[config.mk]
export PLATFORM = sky130hd
export DESIGN_NAME = desc_ring_walker
export DESIGN_NICKNAME = d
export VERILOG_FILES = /design/src/rtl/drw_pkg.sv /design/src/rtl/drw_unit_fmt.sv /design/src/rtl/drw_next_ptr.sv /design/src/rtl/drw_ctrl.sv /design/src/rtl/desc_ring_walker.sv
export SDC_FILE = /design/constraint.sdc
export NUM_CORES = 1
export LEC_CHECK = 0
export BUFFER_PORTS_ARGS = -buffer_cell sky130_fd_sc_hd__buf_2
export CORE_MARGIN = 5
export CORE_UTILIZATION = 54
export DETAILED_ROUTE_END_ITERATION = 8
export GPL_TIMING_DRIVEN = 0
export PLACE_DENSITY = 0.77
export SLEW_MARGIN = 25
export SYNTH_ARGS = -nofsm -noshare
export SYNTH_HDL_FRONTEND = slang
export SYNTH_SLANG_ARGS = --single-unit
[constraint.sdc]
create_clock -name clk -period 3.5 [get_ports clk]
set_clock_uncertainty 0.2 [all_clocks]
set_input_delay 0.35 -clock clk [delete_from_list [all_inputs] [get_ports clk]]
set_output_delay 0.35 -clock clk [all_outputs]
set_load 0.02 [all_outputs]
[src/rtl/drw_pkg.sv]
package drw_pkg;

    localparam int WORD_W      = 32;
    localparam int STAT_LSB    = 16;
    localparam int CMD_LSB     = 24;

    // bit positions inside the status byte
    localparam int ST_OWN  = 0;
    localparam int ST_RING = 1;
    localparam int ST_MORE = 2;
    localparam int ST_IRQ  = 3;
    localparam int ST_ERR  = 4;
    localparam int ST_EXT  = 7;

    // bit position inside the command byte
    localparam int CMD_SWAP = 7;

    localparam int UNIT_BYTES = WORD_W / 8;

    typedef struct packed {
        logic [7:0]  cmd;
        logic [7:0]  stat;
        logic [15:0] count;
    } desc_head_t;

    typedef enum logic [3:0] {
        W_IDLE,
        W_HEAD_RD,
        W_HEAD_CAP,
        W_BUF_CAP,
        W_UNIT_RD,
        W_UNIT_CAP,
        W_WRITEBACK,
        W_STEP
    } walk_state_e;

    typedef enum logic [1:0] {
        UW_32 = 2'd0,
        UW_8  = 2'd1,
        UW_16 = 2'd2,
        UW_24 = 2'd3
    } unit_width_e;

    function automatic logic [2:0] unit_bytes(input unit_width_e w);
        return (w == UW_32) ? 3'd4 : {1'b0, w};
    endfunction

endpackage

[src/rtl/drw_unit_fmt.sv]
module drw_unit_fmt
    import drw_pkg::*;
(
    input  logic [WORD_W-1:0] raw,
    input  logic [1:0]        width_code,
    input  logic              swap,
    output logic [WORD_W-1:0] unit
);
    logic [2:0] nbytes;

    assign nbytes = unit_bytes(unit_width_e'(width_code));

    for (genvar i = 0; i < UNIT_BYTES; i++) begin : g_lane
        logic [1:0] src;
        always_comb begin
            src = swap ? 2'(nbytes - 3'd1 - 3'(i)) : 2'(i);
            if (3'(i) < nbytes)
                unit[8*i +: 8] = raw[{src, 3'b000} +: 8];
            else
                unit[8*i +: 8] = 8'h00;
        end
    end

endmodule

[src/rtl/drw_next_ptr.sv]
module drw_next_ptr #(
    parameter int AW = 32
) (
    input  logic [AW-1:0] cur_ptr,
    input  logic [AW-1:0] ring_base,
    input  logic          to_base,
    input  logic          extended,
    output logic [AW-1:0] next_ptr
);
    localparam logic [AW-1:0] SHORT_STEP = AW'(8);
    localparam logic [AW-1:0] LONG_STEP  = AW'(12);

    always_comb begin
        if (to_base)
            next_ptr = ring_base;
        else
            next_ptr = cur_ptr + (extended ? LONG_STEP : SHORT_STEP);
    end

endmodule

[src/rtl/drw_ctrl.sv]
module drw_ctrl
    import drw_pkg::*;
#(
    parameter int AW = 32
) (
    input  logic              clk,
    input  logic              rst,
    input  logic              start,
    input  logic [AW-1:0]     base_ptr,
    input  logic [AW-1:0]     next_ptr,
    output logic [AW-1:0]     cur_ptr,
    output logic [AW-1:0]     ring_base,
    output logic              to_base,
    output logic              extended,
    output logic              mem_rd,
    output logic              mem_wr,
    output logic [AW-1:0]     mem_addr,
    output logic [WORD_W-1:0] mem_wdata,
    input  logic [WORD_W-1:0] mem_rdata,
    input  logic              mem_fault,
    output logic              fifo_wr,
    output logic [1:0]        width_code,
    output logic              swap,
    output logic              irq,
    output logic              busy,
    output logic              chan_err
);
    localparam logic [AW-1:0] WORD_STEP = AW'(4);

    walk_state_e state;
    desc_head_t  head;
    logic [AW-1:0] buf_ptr;
    logic [15:0]   remain;
    logic          fault_seen;
    logic [7:0]    stat_wb;
    logic          head_owned;

    assign head_owned = mem_rdata[STAT_LSB + ST_OWN];

    assign to_base    = head.stat[ST_RING];
    assign extended   = head.stat[ST_EXT];
    assign width_code = head.cmd[1:0];
    assign swap       = head.cmd[CMD_SWAP];
    assign busy       = (state != W_IDLE);

    always_comb begin
        stat_wb          = head.stat;
        stat_wb[ST_OWN]  = 1'b0;
        if (fault_seen)
            stat_wb[ST_ERR] = 1'b1;
    end

    always_comb begin
        mem_rd    = 1'b0;
        mem_wr    = 1'b0;
        mem_addr  = cur_ptr;
        mem_wdata = {head.cmd, stat_wb, head.count};
        unique case (state)
            W_HEAD_RD:   mem_rd = 1'b1;
            W_HEAD_CAP: begin
                mem_rd   = head_owned;
                mem_addr = cur_ptr + WORD_STEP;
            end
            W_UNIT_RD: begin
                mem_rd   = 1'b1;
                mem_addr = buf_ptr;
            end
            W_WRITEBACK: mem_wr = 1'b1;
            default: ;
        endcase
    end

    assign fifo_wr = (state == W_UNIT_CAP) && !mem_fault;

    always_ff @(posedge clk) begin
        if (rst) begin
            state      <= W_IDLE;
            head       <= '0;
            cur_ptr    <= '0;
            ring_base  <= '0;
            buf_ptr    <= '0;
            remain     <= '0;
            fault_seen <= 1'b0;
            irq        <= 1'b0;
            chan_err   <= 1'b0;
        end else begin
            irq <= (state == W_WRITEBACK) && head.stat[ST_IRQ];
            unique case (state)
                W_IDLE: begin
                    if (start) begin
                        cur_ptr   <= base_ptr;
                        ring_base <= base_ptr;
                        chan_err  <= 1'b0;
                        state     <= W_HEAD_RD;
                    end
                end
                W_HEAD_RD:  state <= W_HEAD_CAP;
                W_HEAD_CAP: begin
                    head  <= desc_head_t'(mem_rdata);
                    state <= head_owned ? W_BUF_CAP : W_IDLE;
                end
                W_BUF_CAP: begin
                    buf_ptr    <= mem_rdata[AW-1:0];
                    remain     <= head.count;
                    fault_seen <= 1'b0;
                    state      <= (head.count == 16'd0) ? W_WRITEBACK : W_UNIT_RD;
                end
                W_UNIT_RD:  state <= W_UNIT_CAP;
                W_UNIT_CAP: begin
                    if (mem_fault) begin
                        fault_seen <= 1'b1;
                        chan_err   <= 1'b1;
                        state      <= W_WRITEBACK;
                    end else begin
                        buf_ptr <= buf_ptr + WORD_STEP;
                        remain  <= remain - 16'd1;
                        state   <= (remain == 16'd1) ? W_WRITEBACK : W_UNIT_RD;
                    end
                end
                W_WRITEBACK: state <= W_STEP;
                W_STEP: begin
                    if (fault_seen || !(head.stat[ST_MORE] || head.stat[ST_RING])) begin
                        state <= W_IDLE;
                    end else begin
                        cur_ptr <= next_ptr;
                        state   <= W_HEAD_RD;
                    end
                end
                default: state <= W_IDLE;
            endcase
        end
    end


    start_accept_chk: assert property (@(posedge clk) disable iff (rst)
        (start && !busy) |=> (busy && mem_rd && mem_addr == $past(base_ptr)));


    unowned_stop_chk: assert property (@(posedge clk) disable iff (rst)
        (state == W_HEAD_CAP && !head_owned) |=> !busy);


    fifo_in_walk_chk: assert property (@(posedge clk) disable iff (rst)
        fifo_wr |-> busy);


    wb_owner_cleared_chk: assert property (@(posedge clk) disable iff (rst)
        mem_wr |-> !mem_wdata[STAT_LSB + ST_OWN]);


    irq_after_wb_chk: assert property (@(posedge clk) disable iff (rst)
        irq |-> $past(mem_wr));


    fault_halts_chk: assert property (@(posedge clk) disable iff (rst)
        (mem_wr && mem_wdata[STAT_LSB + ST_ERR] && !$past(mem_rdata[STAT_LSB + ST_ERR]))
        |=> ##1 !busy);


    rd_wr_excl_chk: assert property (@(posedge clk) disable iff (rst)
        !(mem_rd && mem_wr));

endmodule

[src/rtl/desc_ring_walker.sv]
module desc_ring_walker
    import drw_pkg::*;
#(
    parameter int AW = 32
) (
    input  logic              clk,
    input  logic              rst,
    input  logic              start,
    input  logic [AW-1:0]     base_ptr,
    output logic              mem_rd,
    output logic              mem_wr,
    output logic [AW-1:0]     mem_addr,
    output logic [WORD_W-1:0] mem_wdata,
    input  logic [WORD_W-1:0] mem_rdata,
    input  logic              mem_fault,
    output logic              fifo_wr,
    output logic [WORD_W-1:0] fifo_wdata,
    output logic              irq,
    output logic              busy,
    output logic              chan_err
);
    logic [AW-1:0] cur_ptr;
    logic [AW-1:0] ring_base;
    logic [AW-1:0] next_ptr;
    logic          to_base;
    logic          extended;
    logic [1:0]    width_code;
    logic          swap;

    drw_ctrl #(.AW(AW)) u_ctrl (
        .clk        (clk),
        .rst        (rst),
        .start      (start),
        .base_ptr   (base_ptr),
        .next_ptr   (next_ptr),
        .cur_ptr    (cur_ptr),
        .ring_base  (ring_base),
        .to_base    (to_base),
        .extended   (extended),
        .mem_rd     (mem_rd),
        .mem_wr     (mem_wr),
        .mem_addr   (mem_addr),
        .mem_wdata  (mem_wdata),
        .mem_rdata  (mem_rdata),
        .mem_fault  (mem_fault),
        .fifo_wr    (fifo_wr),
        .width_code (width_code),
        .swap       (swap),
        .irq        (irq),
        .busy       (busy),
        .chan_err   (chan_err)
    );

    drw_next_ptr #(.AW(AW)) u_next (
        .cur_ptr   (cur_ptr),
        .ring_base (ring_base),
        .to_base   (to_base),
        .extended  (extended),
        .next_ptr  (next_ptr)
    );

    drw_unit_fmt u_fmt (
        .raw        (mem_rdata),
        .width_code (width_code),
        .swap       (swap),
        .unit       (fifo_wdata)
    );

endmodule

==> metrics.csv, run 1 <==
stage;metric;value;unit
outcome;outcome;finished clean;
yosys;ys_seq_area_share;30.23;%
place;place.gp.congestion;1.010;
yosys;syn_inst;1400;
yosys;synth_area;0.009868;sq mm
clocking;clk_pin_slew_worst_paths;0.06;ns
worst_setup_path;ff2ff_path_depth;9;
worst_setup_path;cp_max_fo;10;
global_routing;overflow;0;
pwr;seqPwrFrac;37.6;%
pwr;power_switching;1.690;mW
global_routing;grtUsageTotal;37.52;%
detailed_routing;routed_via_density;6.618;
clocking;cts_buffer_depth;2;
detailed_routing;dr.first_iter.drc_count;1875;
global_routing;grt_max_degree;17;
worst_setup_path;required;2.95;ns
pwr;ir_drop;480.0;uV
detailed_routing;ant_nets;0;
final_layout;antenna_cells;0;
clocking;htreeDepth;4;
yosys;syn_nets;1476;
detailed_routing;via_count;12290;
clocking;cts_tree;built;
detailed_routing;dr.pass1.iters;6;
final_layout;final_common_cell;nand2_1;
pwr;power_frac_clock;38.8;%
clocking;cts-root-buf;clkbuf_16;
timing;fin_tns_setup;0;ns
floorplanning;io_pins;170;
final_layout;final_cell_mix;290 x nand2_1, 187 x buf_2, 149 x dfxtp_1, 136 x a21oi_1, 100 x o21ai_0;
final_layout;fin_util;66.69;%
yosys;ys_ff_latch;149;
timing;finalMaxSlewViolations;0;
timing;holdWs;0.008370;ns
worst_setup_path;start_kind;flop;
global_routing;grt_antenna_before_repair;0;
global_routing;grt_pass1_wl;64160;um
floorplanning;floorplan.initialDensity;54.93;%
global_routing;grt_pass1_vias;11236;
pwr;intPower;3.333;mW
timing;tightest_slew;1.016;ns
detailed_routing;wl_per_cell;22.58;um
place;placed_cell_area;0.01102;sq mm
timing;finalCritPeriodShare;97.54;%
yosys;avgSynthCellArea;7.049;sq um
worst_setup_path;path_class;reg -> out;
global_routing;grtUsageMet2;57.08;%
worst_setup_path;end_kind;primary output;
global_routing;gr-usage-met3;8.388;%
flow_run;max_cap_viol_count;0;
worst_setup_path;crit_arrival;2.86;ns
clocking;clock-sinks;149;
floorplanning;core;0.01796;sq mm
final_layout;drive_gt1_share;18.00;%
floorplanning;fp.dieW;145.2;um
floorplanning;die_h;145.2;um
pwr;power_leakage;4.656;nW
yosys;async_reset_ff_share;0;%
global_routing;busiest_layer;met2;
worst_hold_path;hp-class;in -> reg;
detailed_routing;routed_wl;41940;um
final_layout;fin_nets;1692;
timing;relSlewSlack;31.63;%
final_layout;stdcell_area;0.01198;sq mm
clocking;clock_latency;0.44;ns
timing;min_period;3.414;ns
final_layout;area_growth;21.39;%
global_routing;grt_use_met1;49.80;%
pwr;powerDensity;419.3;mW/mm^2
floorplanning;die_area;0.02108;sq mm
place;hpwl;31290;um
worst_hold_path;whs_path_depth;3;
floorplanning;rows;49;
yosys;ys.flop_type;dfxtp_1;
timing;setup_viol_count_final;0;
detailed_routing;drc;0;
pwr;pwr-share-comb;23.7;%
yosys;synth_cell_types;76;
final_layout;fillers;1622;
yosys;ys_warn_count;0;
place;place.port_buffers;168;
timing;final_hold_viol_count;0;
timing;rsz0062_at_grt;yes;
timing;fmax;0.2929;GHz
clocking;cts_made_buffers;17;
pwr;p_sw_share;33.65;%
yosys;synth-edff-count;0;
==> stage by stage <==
stage,cells,total power [mW],worst slack [ns]
2_1_floorplan,1400,2.599,0.6619
3_3_place_gp,1797,3.012,-0.2336
3_5_place_dp,1797,3.036,0.1826
4_1_cts,1856,4.972,0.03791
5_1_grt,1857,5.179,-0.02844
6_report,1857,5.023,0.08618
==> Yosys cell counts, drive strengths merged (9+ instances only) <==
cell / instances / area (sq um)
nor4: 18 / 148.9
nor2: 83 / 311.6
o211ai: 19 / 142.6
xor2: 9 / 78.83
a31oi: 30 / 187.7
buf: 58 / 359.1
nor3: 29 / 150.1
nand4: 24 / 177.7
nor2b: 12 / 75.07
mux2i: 22 / 220.2
o311ai: 17 / 148.9
or4: 11 / 82.58
clkbuf: 96 / 361.6
dfxtp: 149 / 2983
a211oi: 25 / 187.7
nand2: 290 / 1089
or3: 10 / 62.56
inv: 18 / 67.56
a311oi: 13 / 113.9
o21ai: 102 / 510.5
a221oi: 13 / 113.9
and3: 18 / 112.6
nand3: 50 / 255.3
a22oi: 9 / 67.56
a21oi: 136 / 680.7
==> state kept, by name (all words and copies together) (netlist names) <==
signal,flops
u_ctrl.buf_ptr,32
u_ctrl.cur_ptr,32
u_ctrl.ring_base,32
u_ctrl.mem_wdata,29
u_ctrl.remain,16
u_ctrl.state,3
u_ctrl.chan_err,1
u_ctrl.extended,1
u_ctrl.fault_seen,1
u_ctrl.head,1
u_ctrl.irq,1
==> worst max-delay path, cell delays in order, from the launching register on <==
cell	delay, ns
dfxtp_1	0.34
buf_2	0.24
nor2_1	0.08
and2_1	0.16
clkbuf_1	0.17
nor2_1	0.47
clkbuf_2	0.35
a21oi_1	0.06
o21ai_0	0.33
buf_2	0.24
==> timing repair <==
action                     in CTS  in global routing
setup endpoints to repair      15                 28
setup buffers                   0                  3
pin swaps                       1                  1
hold endpoints to repair       29                  0
hold buffers                   29                  0
gates resized for setup         6                 14
==> kinds of logic (layout without fill, tap and decap cells) <==
logic type | after synthesis | count (layout) | share of synthesized area, %
other | 1 | 1 | 0.03800
AOI/OAI and AO/OA | 449 | 449 | 29.20
DFF | 149 | 149 | 30.23
xor gates and xnor gates | 11 | 11 | 0.9764
muxes | 24 | 24 | 2.460
and+or+nand+nor | 586 | 586 | 28.10
adders and majority gates | 8 | 8 | 1.014
buffers and inverters | 172 | 400 | 7.988
==> path summary, 6_finish.rpt <==
kind / from / endpoint / slack, ns
setup / recovery: u_ctrl.state[1]$_SDFFE_PP0P_ / mem_addr[29] / 0.09
hold / removal: base_ptr[3] / u_ctrl.ring_base[3]$_SDFFE_PP0P_ / 0.008
setup reg to reg: u_ctrl.extended$_SDFFE_PP0P_ / u_ctrl.cur_ptr[16]$_SDFFE_PP0P_ / 0.40
hold reg to reg: u_ctrl.ring_base[28]$_SDFFE_PP0P_ / u_ctrl.ring_base[28]$_SDFFE_PP0P_ / 0.25
==> layout make-up <==
type	count	area, sq um	area share (%)
Multi-Input combinational cell	1079	6157	51.40
Sequential cell	149	2983	24.90
Timing Repair Buffer	200	1154	9.630
Buffer	151	720.7	6.016
Clock buffer	18	439.2	3.666
Tap cell	229	286.5	2.392
Clock inverter	13	171.4	1.431
Inverter	18	67.56	0.5640
==> routing by layer <==
| metal | routed length [um] | vias to the layer above |
|---|---|---|
| li1 | - | 5517 |
| met1 | 16230 | 5667 |
| met2 | 18200 | 926 |
| met3 | 5131 | 180 |
| met4 | 2372 | 0 |
| met5 | 0 | - |
==> power by group through the flow <==
| stage | sequential [mW] | clock [mW] | combinational [mW] |
|---|---|---|---|
| after floorplan | 1.89 | 0 | 0.711 |
| after global placement | 1.92 | 0 | 1.10 |
| after detailed placement | 1.92 | 0 | 1.12 |
| after CTS | 1.88 | 1.94 | 1.15 |
| after global routing | 1.90 | 2.02 | 1.27 |
| final | 1.89 | 1.95 | 1.19 |
No activity file was read; power rests on OpenSTA's default activity.
==> run 2: changes to the inputs <==
--- a/config.mk
+++ b/config.mk
@@ -6,11 +6,13 @@
 export NUM_CORES = 1
 export LEC_CHECK = 0
 export BUFFER_PORTS_ARGS = -buffer_cell sky130_fd_sc_hd__buf_2
+export CELL_PAD_IN_SITES_DETAIL_PLACEMENT = 0
+export CELL_PAD_IN_SITES_GLOBAL_PLACEMENT = 1
 export CORE_MARGIN = 5
-export CORE_UTILIZATION = 54
+export CORE_UTILIZATION = 41
 export DETAILED_ROUTE_END_ITERATION = 8
 export GPL_TIMING_DRIVEN = 0
-export PLACE_DENSITY = 0.77
+export PLACE_DENSITY_LB_ADDON = 0.1
 export SLEW_MARGIN = 25
 export SYNTH_ARGS = -nofsm -noshare
 export SYNTH_HDL_FRONTEND = slang
==> metrics.csv, run 2 (synthesis gave the netlist of run 1 again) <==
stage;metric;value;unit;change
outcome;outcome;finished clean;;unchanged
final_layout;antenna_cells;0;;unchanged
timing;finalCritPeriodShare;95.24;%;was 97.54%
detailed_routing;ant_nets;0;;unchanged
floorplanning;floorplan.initialDensity;41.79;%;was 54.93%
worst_setup_path;max_stage_delay;0.50;ns;was 0.47 ns
place;place.port_buffers;168;;unchanged
clocking;cts_made_buffers;17;;unchanged
detailed_routing;dr.pass1.iters;5;;was 6
global_routing;grt_antenna_before_repair;0;;unchanged
clocking;cts-root-buf;clkbuf_16;;unchanged
worst_hold_path;worst_hold_startpoint;base_ptr[19];;was base_ptr[3]
worst_setup_path;path_depth;7;;was 9
clocking;cts_tree;built;;unchanged
worst_setup_path;end_kind;primary output;;unchanged
timing;min_period;3.333;ns;was 3.414 ns
timing;rsz0062_at_grt;no;;was yes
final_layout;fillers;2450;;was 1622
global_routing;grt_pass1_wl;66300;um;was 64160 um
timing;relSlewSlack;25.13;%;was 31.63%
worst_setup_path;cp_max_fo;9;;was 10
final_layout;fin_util;51.36;%;was 66.69%
worst_hold_path;whs_path_depth;3;;unchanged
pwr;powerDensity;412.4;mW/mm^2;was 419.3 mW/mm^2
floorplanning;die_h;165.1;um;was 145.2 um
detailed_routing;drc;0;;unchanged
floorplanning;rows;56;;was 49
worst_setup_path;crit_family;simple AND/OR/NAND/NOR gates;;was buffers and inverters
worst_hold_path;hp-class;in -> reg;;unchanged
worst_setup_path;start_kind;flop;;unchanged
pwr;ir_drop;284.2;uV;was 480.0 uV
global_routing;grtUsageTotal;32.02;%;was 37.52%
clocking;cts_buffer_depth;2;;unchanged
worst_setup_path;path_class;reg -> out;;unchanged
timing;finalMaxSlewViolations;0;;unchanged
clocking;htreeDepth;4;;unchanged
floorplanning;io_pins;170;;unchanged
global_routing;grt_pass1_vias;11017;;was 11236
detailed_routing;dr.first_iter.drc_count;1317;;was 1875
place;hpwl;32930;um;was 31290 um
final_layout;top_regs;u_ctrl.buf_ptr x32, u_ctrl.cur_ptr x32, u_ctrl.ring_base x32;;unchanged
worst_setup_path;crit_start;u_ctrl.cur_ptr[13]$_SDFFE_PP0P_;;was u_ctrl.state[1]$_SDFFE_PP0P_
final_layout;final_common_cell;nand2_1;;unchanged
timing;fmax;0.3000;GHz;was 0.2929 GHz
pwr;power;5.001;mW;was 5.023 mW
place;place.gp.congestion;0.9371;;was 1.010
timing;tightest_slew;1.123;ns;was 1.016 ns
detailed_routing;via_count;11995;;was 12290
floorplanning;die_area;0.02727;sq mm;was 0.02108 sq mm
worst_setup_path;reg2reg_from;u_ctrl.state[1]$_SDFFE_PP0P_;;was u_ctrl.extended$_SDFFE_PP0P_
final_layout;drive_gt1_share;18.49;%;was 18.00%
final_layout;area_growth;22.89;%;was 21.39%
final_layout;fin_nets;1696;;was 1692
worst_setup_path;ff2ff_setup_slack;0.34;ns;was 0.40 ns
global_routing;overflow;0;;unchanged
final_layout;final_cell_mix;290 x nand2_1, 190 x buf_2, 149 x dfxtp_1, 136 x a21oi_1, 100 x o21ai_0;;was 290 x nand2_1, 187 x buf_2, 149 x dfxtp_1, 136 x a21oi_1, 100 x o21ai_0
timing;final_hold_viol_count;0;;unchanged
flow_run;max_cap_viol_count;0;;unchanged
floorplanning;core;0.02361;sq mm;was 0.01796 sq mm
worst_setup_path;path_buf_inv;2;;was 4
final_layout;stdcell_area;0.01213;sq mm;was 0.01198 sq mm
worst_setup_path;ff2ff_path_depth;9;;unchanged
detailed_routing;routed_wl;44480;um;was 41940 um
detailed_routing;wl_per_cell;22.79;um;was 22.58 um
clocking;clock-sinks;149;;unchanged
timing;setup_viol_count_final;0;;unchanged
global_routing;grt_max_degree;17;;unchanged
clocking;clk_pin_slew_worst_paths;0.06;ns;about the same
worst_setup_path;path_cells;buf_2 -> nand4_1 -> nor4_2 -> nand3_1 -> or4_1 -> nand3_1 -> buf_2;;was buf_2 -> nor2_1 -> and2_1 -> clkbuf_1 -> nor2_1 -> clkbuf_2 -> a21oi_1 -> o21ai_0 -> buf_2
worst_setup_path;cp_slowest_cell;or4_1;;was nor2_1
worst_setup_path;required;2.95;ns;about the same
clocking;clock_latency;0.43;ns;was 0.44 ns
detailed_routing;routed_via_density;6.145;;was 6.618
pwr;power_leakage;4.687;nW;was 4.656 nW
floorplanning;fp.dieW;165.1;um;was 145.2 um
worst_setup_path;crit_arrival;2.78;ns;was 2.86 ns
place;placed_cell_area;0.01112;sq mm;was 0.01102 sq mm
run 2: metrics by stage:
step           std cells  TNS, ns  hold slack [ns]  worst slack, ns
5_1_grt             1952        0          0.02086          0.01313
3_5_place_dp        1887        0           0.2445          0.03929
6_report            1952        0          0.01509           0.1665
2_1_floorplan       1400        0           0.2312           0.6619
3_3_place_gp        1887  -0.9030           0.2365          -0.4092
4_1_cts             1950        0         0.002574          0.03827
run 2: repair_timing:
action | in CTS | in global routing
hold buffers | 30 | 0
endpoints found under the hold margin | 30 | 0
gates resized for setup | 9 | 18
setup endpoints to repair | 16 | 29
pin swaps | 1 | 1
buffers inserted | 2 | 4
run 2: worst register-to-register path: stages, from the launching register on:
cell and delay [ns]:
dfxtp_1 0.32, buf_2 0.24, and3b_1 0.21, buf_2 0.20
nand2b_1 0.25, inv_2 0.14, nor2_1 0.27, clkbuf_1 0.58
nor2_1 0.34, a32o_1 0.30
run 2: cell type report:
class	count	area (sq um)	share of cell area [%]
multi-input combinational	1079	6168	50.87
sequential	149	2983	24.60
timing repair buffer	204	1199	9.884
buffer	151	721.9	5.953
clock buffer	19	442.9	3.653
tap	319	399.1	3.291
clock inverter	13	145.1	1.197
inverter	18	67.56	0.5572
run 2: path summary, 6_finish.rpt:
| path | end |
|---|---|
| max | mem_addr[31] |
| max reg2reg | u_ctrl.buf_ptr[14]$_SDFFE_PP0P_ |
| min | u_ctrl.ring_base[19]$_SDFFE_PP0P_ |
| min reg2reg | u_ctrl.head[20]$_SDFFE_PP0P_ |
run 2: report_power, final:
part           internal, mW  total, mW  switching, mW
clock network          1.08       1.91          0.829
logic                 0.396       1.21          0.812
registers              1.80       1.89         0.0905
run 2: metal layers:
| metal | global-route usage [%] | vias up | wire [um] |
|---|---|---|---|
| met1 | 46.43 | 5687 | 19610 |
| met2 | 47.55 | 680 | 18920 |
| met4 | 10.66 | 0 | 1303 |
| met3 | 6.155 | 96 | 4655 |
| li1 | - | 5532 | - |
| met5 | 0 | - | 0 |
==> run 3: changes to the inputs <==
--- a/config.mk
+++ b/config.mk
@@ -12,6 +12,7 @@
 export CORE_UTILIZATION = 41
 export DETAILED_ROUTE_END_ITERATION = 8
 export GPL_TIMING_DRIVEN = 0
+export HOLD_SLACK_MARGIN = 0.15
 export PLACE_DENSITY_LB_ADDON = 0.1
 export SLEW_MARGIN = 25
 export SYNTH_ARGS = -nofsm -noshare
==> metrics.csv, run 3 (synthesis gave the netlist of run 1 again) <==
stage;metric;value;unit;change
detailed_routing;routed_via_density;6.124;;was 6.145
final_layout;fin_nets;1731;;was 1696
clocking;clk_pin_slew_worst_paths;0.06;ns;about the same
pwr;power_leakage;4.833;nW;was 4.687 nW
detailed_routing;routed_wl;44890;um;was 44480 um
final_layout;drive_gt1_share;18.11;%;was 18.49%
final_layout;final_common_cell;nand2_1;;unchanged
outcome;outcome;finished clean;;unchanged
place;place.port_buffers;168;;unchanged
floorplanning;core;0.02361;sq mm;unchanged
pwr;ir_drop;286.6;uV;was 284.2 uV
timing;setup_viol_count_final;0;;unchanged
timing;rsz0062_at_grt;no;;unchanged
pwr;power;5.040;mW;was 5.001 mW
worst_setup_path;crit_arrival;2.85;ns;was 2.78 ns
timing;final_hold_viol_count;0;;unchanged
global_routing;overflow;0;;unchanged
worst_hold_path;whs_path_depth;4;;was 3
floorplanning;floorplan.initialDensity;41.79;%;unchanged
timing;finalMaxSlewViolations;0;;unchanged
clocking;htreeDepth;4;;unchanged
pwr;intPower;3.295;mW;was 3.270 mW
pwr;seqPwrFrac;37.4;%;was 37.7%
global_routing;grtUsageTotal;32.32;%;was 32.02%
final_layout;final_cell_mix;290 x nand2_1, 190 x buf_2, 149 x dfxtp_1, 136 x a21oi_1, 100 x o21ai_0;;unchanged
final_layout;antenna_cells;0;;unchanged
flow_run;max_cap_viol_count;0;;unchanged
worst_hold_path;hp-class;in -> reg;;unchanged
worst_setup_path;end_kind;primary output;;unchanged
worst_setup_path;required;2.95;ns;about the same
global_routing;grt_pass1_vias;11209;;was 11017
detailed_routing;drc;0;;unchanged
clocking;clock-sinks;149;;unchanged
worst_setup_path;start_kind;flop;;unchanged
place;dp_cells;1887;;unchanged
pwr;powerDensity;403.9;mW/mm^2;was 412.4 mW/mm^2
worst_setup_path;ff2ff_setup_slack;0.33;ns;was 0.34 ns
global_routing;grt_pass1_wl;66990;um;was 66300 um
floorplanning;io_pins;170;;unchanged
global_routing;grt_antenna_before_repair;0;;unchanged
worst_setup_path;path_cells;clkbuf_1 -> nand3_1 -> nor4_2 -> nand2_1 -> o311ai_0 -> buf_2;;was buf_2 -> nand4_1 -> nor4_2 -> nand3_1 -> or4_1 -> nand3_1 -> buf_2
final_layout;stdcell_area;0.01248;sq mm;was 0.01213 sq mm
detailed_routing;dr.first_iter.drc_count;1375;;was 1317
timing;postLayoutSetupSlackWorst;0.09651;ns;was 0.1665 ns
detailed_routing;dr.pass1.iters;6;;was 5
worst_setup_path;reg2reg_from;u_ctrl.state[1]$_SDFFE_PP0P_;;unchanged
clocking;cts_tree;built;;unchanged
final_layout;top_regs;u_ctrl.buf_ptr x32, u_ctrl.cur_ptr x32, u_ctrl.ring_base x32;;unchanged
pwr;p_sw_share;34.62;%;about the same
place;place.gp.congestion;0.9371;;unchanged
floorplanning;rows;56;;unchanged
worst_setup_path;path_class;reg -> out;;unchanged
timing;relSlewSlack;30.45;%;was 25.13%
worst_setup_path;r2r-end;u_ctrl.buf_ptr[14]$_SDFFE_PP0P_;;unchanged
floorplanning;fp.dieW;165.1;um;unchanged
clocking;cts_made_buffers;17;;unchanged
clocking;clock_latency;0.44;ns;was 0.43 ns
pwr;pwr-share-comb;24.6;%;was 24.1%
final_layout;layoutNonFillerInstCount;1987;;was 1952
worst_setup_path;ff2ff_path_depth;9;;unchanged
place;hpwl;32930;um;unchanged
clocking;cts-root-buf;clkbuf_16;;unchanged
worst_setup_path;max_stage_delay;0.66;ns;was 0.50 ns
global_routing;grt_max_degree;17;;unchanged
floorplanning;die_h;165.1;um;unchanged
place;placed_cell_area;0.01112;sq mm;unchanged
clocking;cts_buffer_depth;2;;unchanged
timing;min_period;3.403;ns;was 3.333 ns
detailed_routing;wl_per_cell;22.59;um;was 22.79 um
place;place_worst_setup_slack;0.03929;ns;unchanged
timing;holdWs;0.2088;ns;was 0.01509 ns
pwr;power_frac_clock;38.0;%;was 38.1%
detailed_routing;via_count;12168;;was 11995
worst_setup_path;cp_slowest_cell;o311ai_0;;was or4_1
worst_setup_path;cp_max_fo;10;;was 9
worst_hold_path;worst_hold_startpoint;start;;was base_ptr[19]
detailed_routing;ant_nets;0;;unchanged
timing;tightest_slew;1.043;ns;was 1.123 ns
timing;finalCritPeriodShare;97.24;%;was 95.24%
floorplanning;die_area;0.02727;sq mm;unchanged
timing;fmax;0.2938;GHz;was 0.3000 GHz
worst_hold_path;min_to;u_ctrl.ring_base[30]$_SDFFE_PP0P_;;was u_ctrl.ring_base[19]$_SDFFE_PP0P_
final_layout;area_growth;26.44;%;was 22.89%
pwr;power_switching;1.745;mW;was 1.731 mW
run 3: worst max-delay path, delay by kind of cell (launching register included):
kind	cells	cell delay [ns]
flip-flops	1	0.42
AO/OA/AOI/OAI	1	0.66
buffers and inverters	2	0.73
AND/OR/NAND/NOR	3	0.61
run 3: routing by layer:
metal / global-route usage [%] / up-vias / routed length (um)
met5: 0 / - / 0
met4: 10.59 / 0 / 1263
met3: 6.279 / 97 / 4528
met2: 48.53 / 676 / 19380
met1: 46.44 / 5787 / 19720
li1: - / 5608 / -
run 3: what timing repair did:
action,in CTS,in global routing
hold buffers,65,0
endpoints found under the setup margin,16,29
gates resized for setup,9,18
setup buffers,2,4
pin swaps,1,1
endpoints found under the hold margin,101,0
run 3: final cells by class:
cell class / instances / area [sq um]
fill: 2420 / 11140
multi-input combinational: 1079 / 6168
sequential: 149 / 2983
timing repair buffer: 239 / 1549
buffer: 151 / 721.9
clock buffer: 19 / 442.9
tap: 319 / 399.1
clock inverter: 13 / 145.1
inverter: 18 / 67.56
run 3: stage by stage:
step / util (%) / setup TNS, ns
2_1_floorplan: - / 0
3_3_place_gp: 47.04 / -0.9030
3_5_place_dp: 47.09 / 0
4_1_cts: 52.52 / 0
5_1_grt: 52.84 / 0
6_report: 52.84 / 0
run 3: worst max-delay path by stage:
stage                                           start             end  slack, ns  depth (start not counted)
floorplan           u_ctrl.mem_wdata[25]$_SDFFE_PP0P_  fifo_wdata[12]       0.66                          9
global placement         u_ctrl.state[1]$_SDFFE_PP0P_    mem_addr[31]      -0.41                          7
detailed placement       u_ctrl.state[1]$_SDFFE_PP0P_    mem_addr[31]       0.04                          7
CTS                 u_ctrl.mem_wdata[25]$_SDFFE_PP0P_  fifo_wdata[14]       0.04                          9
global route             u_ctrl.state[0]$_SDFFE_PP0P_    mem_addr[30]       0.01                          9
finish                u_ctrl.cur_ptr[15]$_SDFFE_PP0P_    mem_addr[30]        0.1                          6
run 3: power by group through the flow:
stage	logic (mW)	clock network, mW	registers, mW
2_1_floorplan	0.711	0	1.89
3_3_place_gp	1.13	0	1.92
3_5_place_dp	1.14	0	1.92
4_1_cts	1.21	1.92	1.88
5_1_grt	1.33	1.98	1.90
6_report	1.24	1.91	1.89
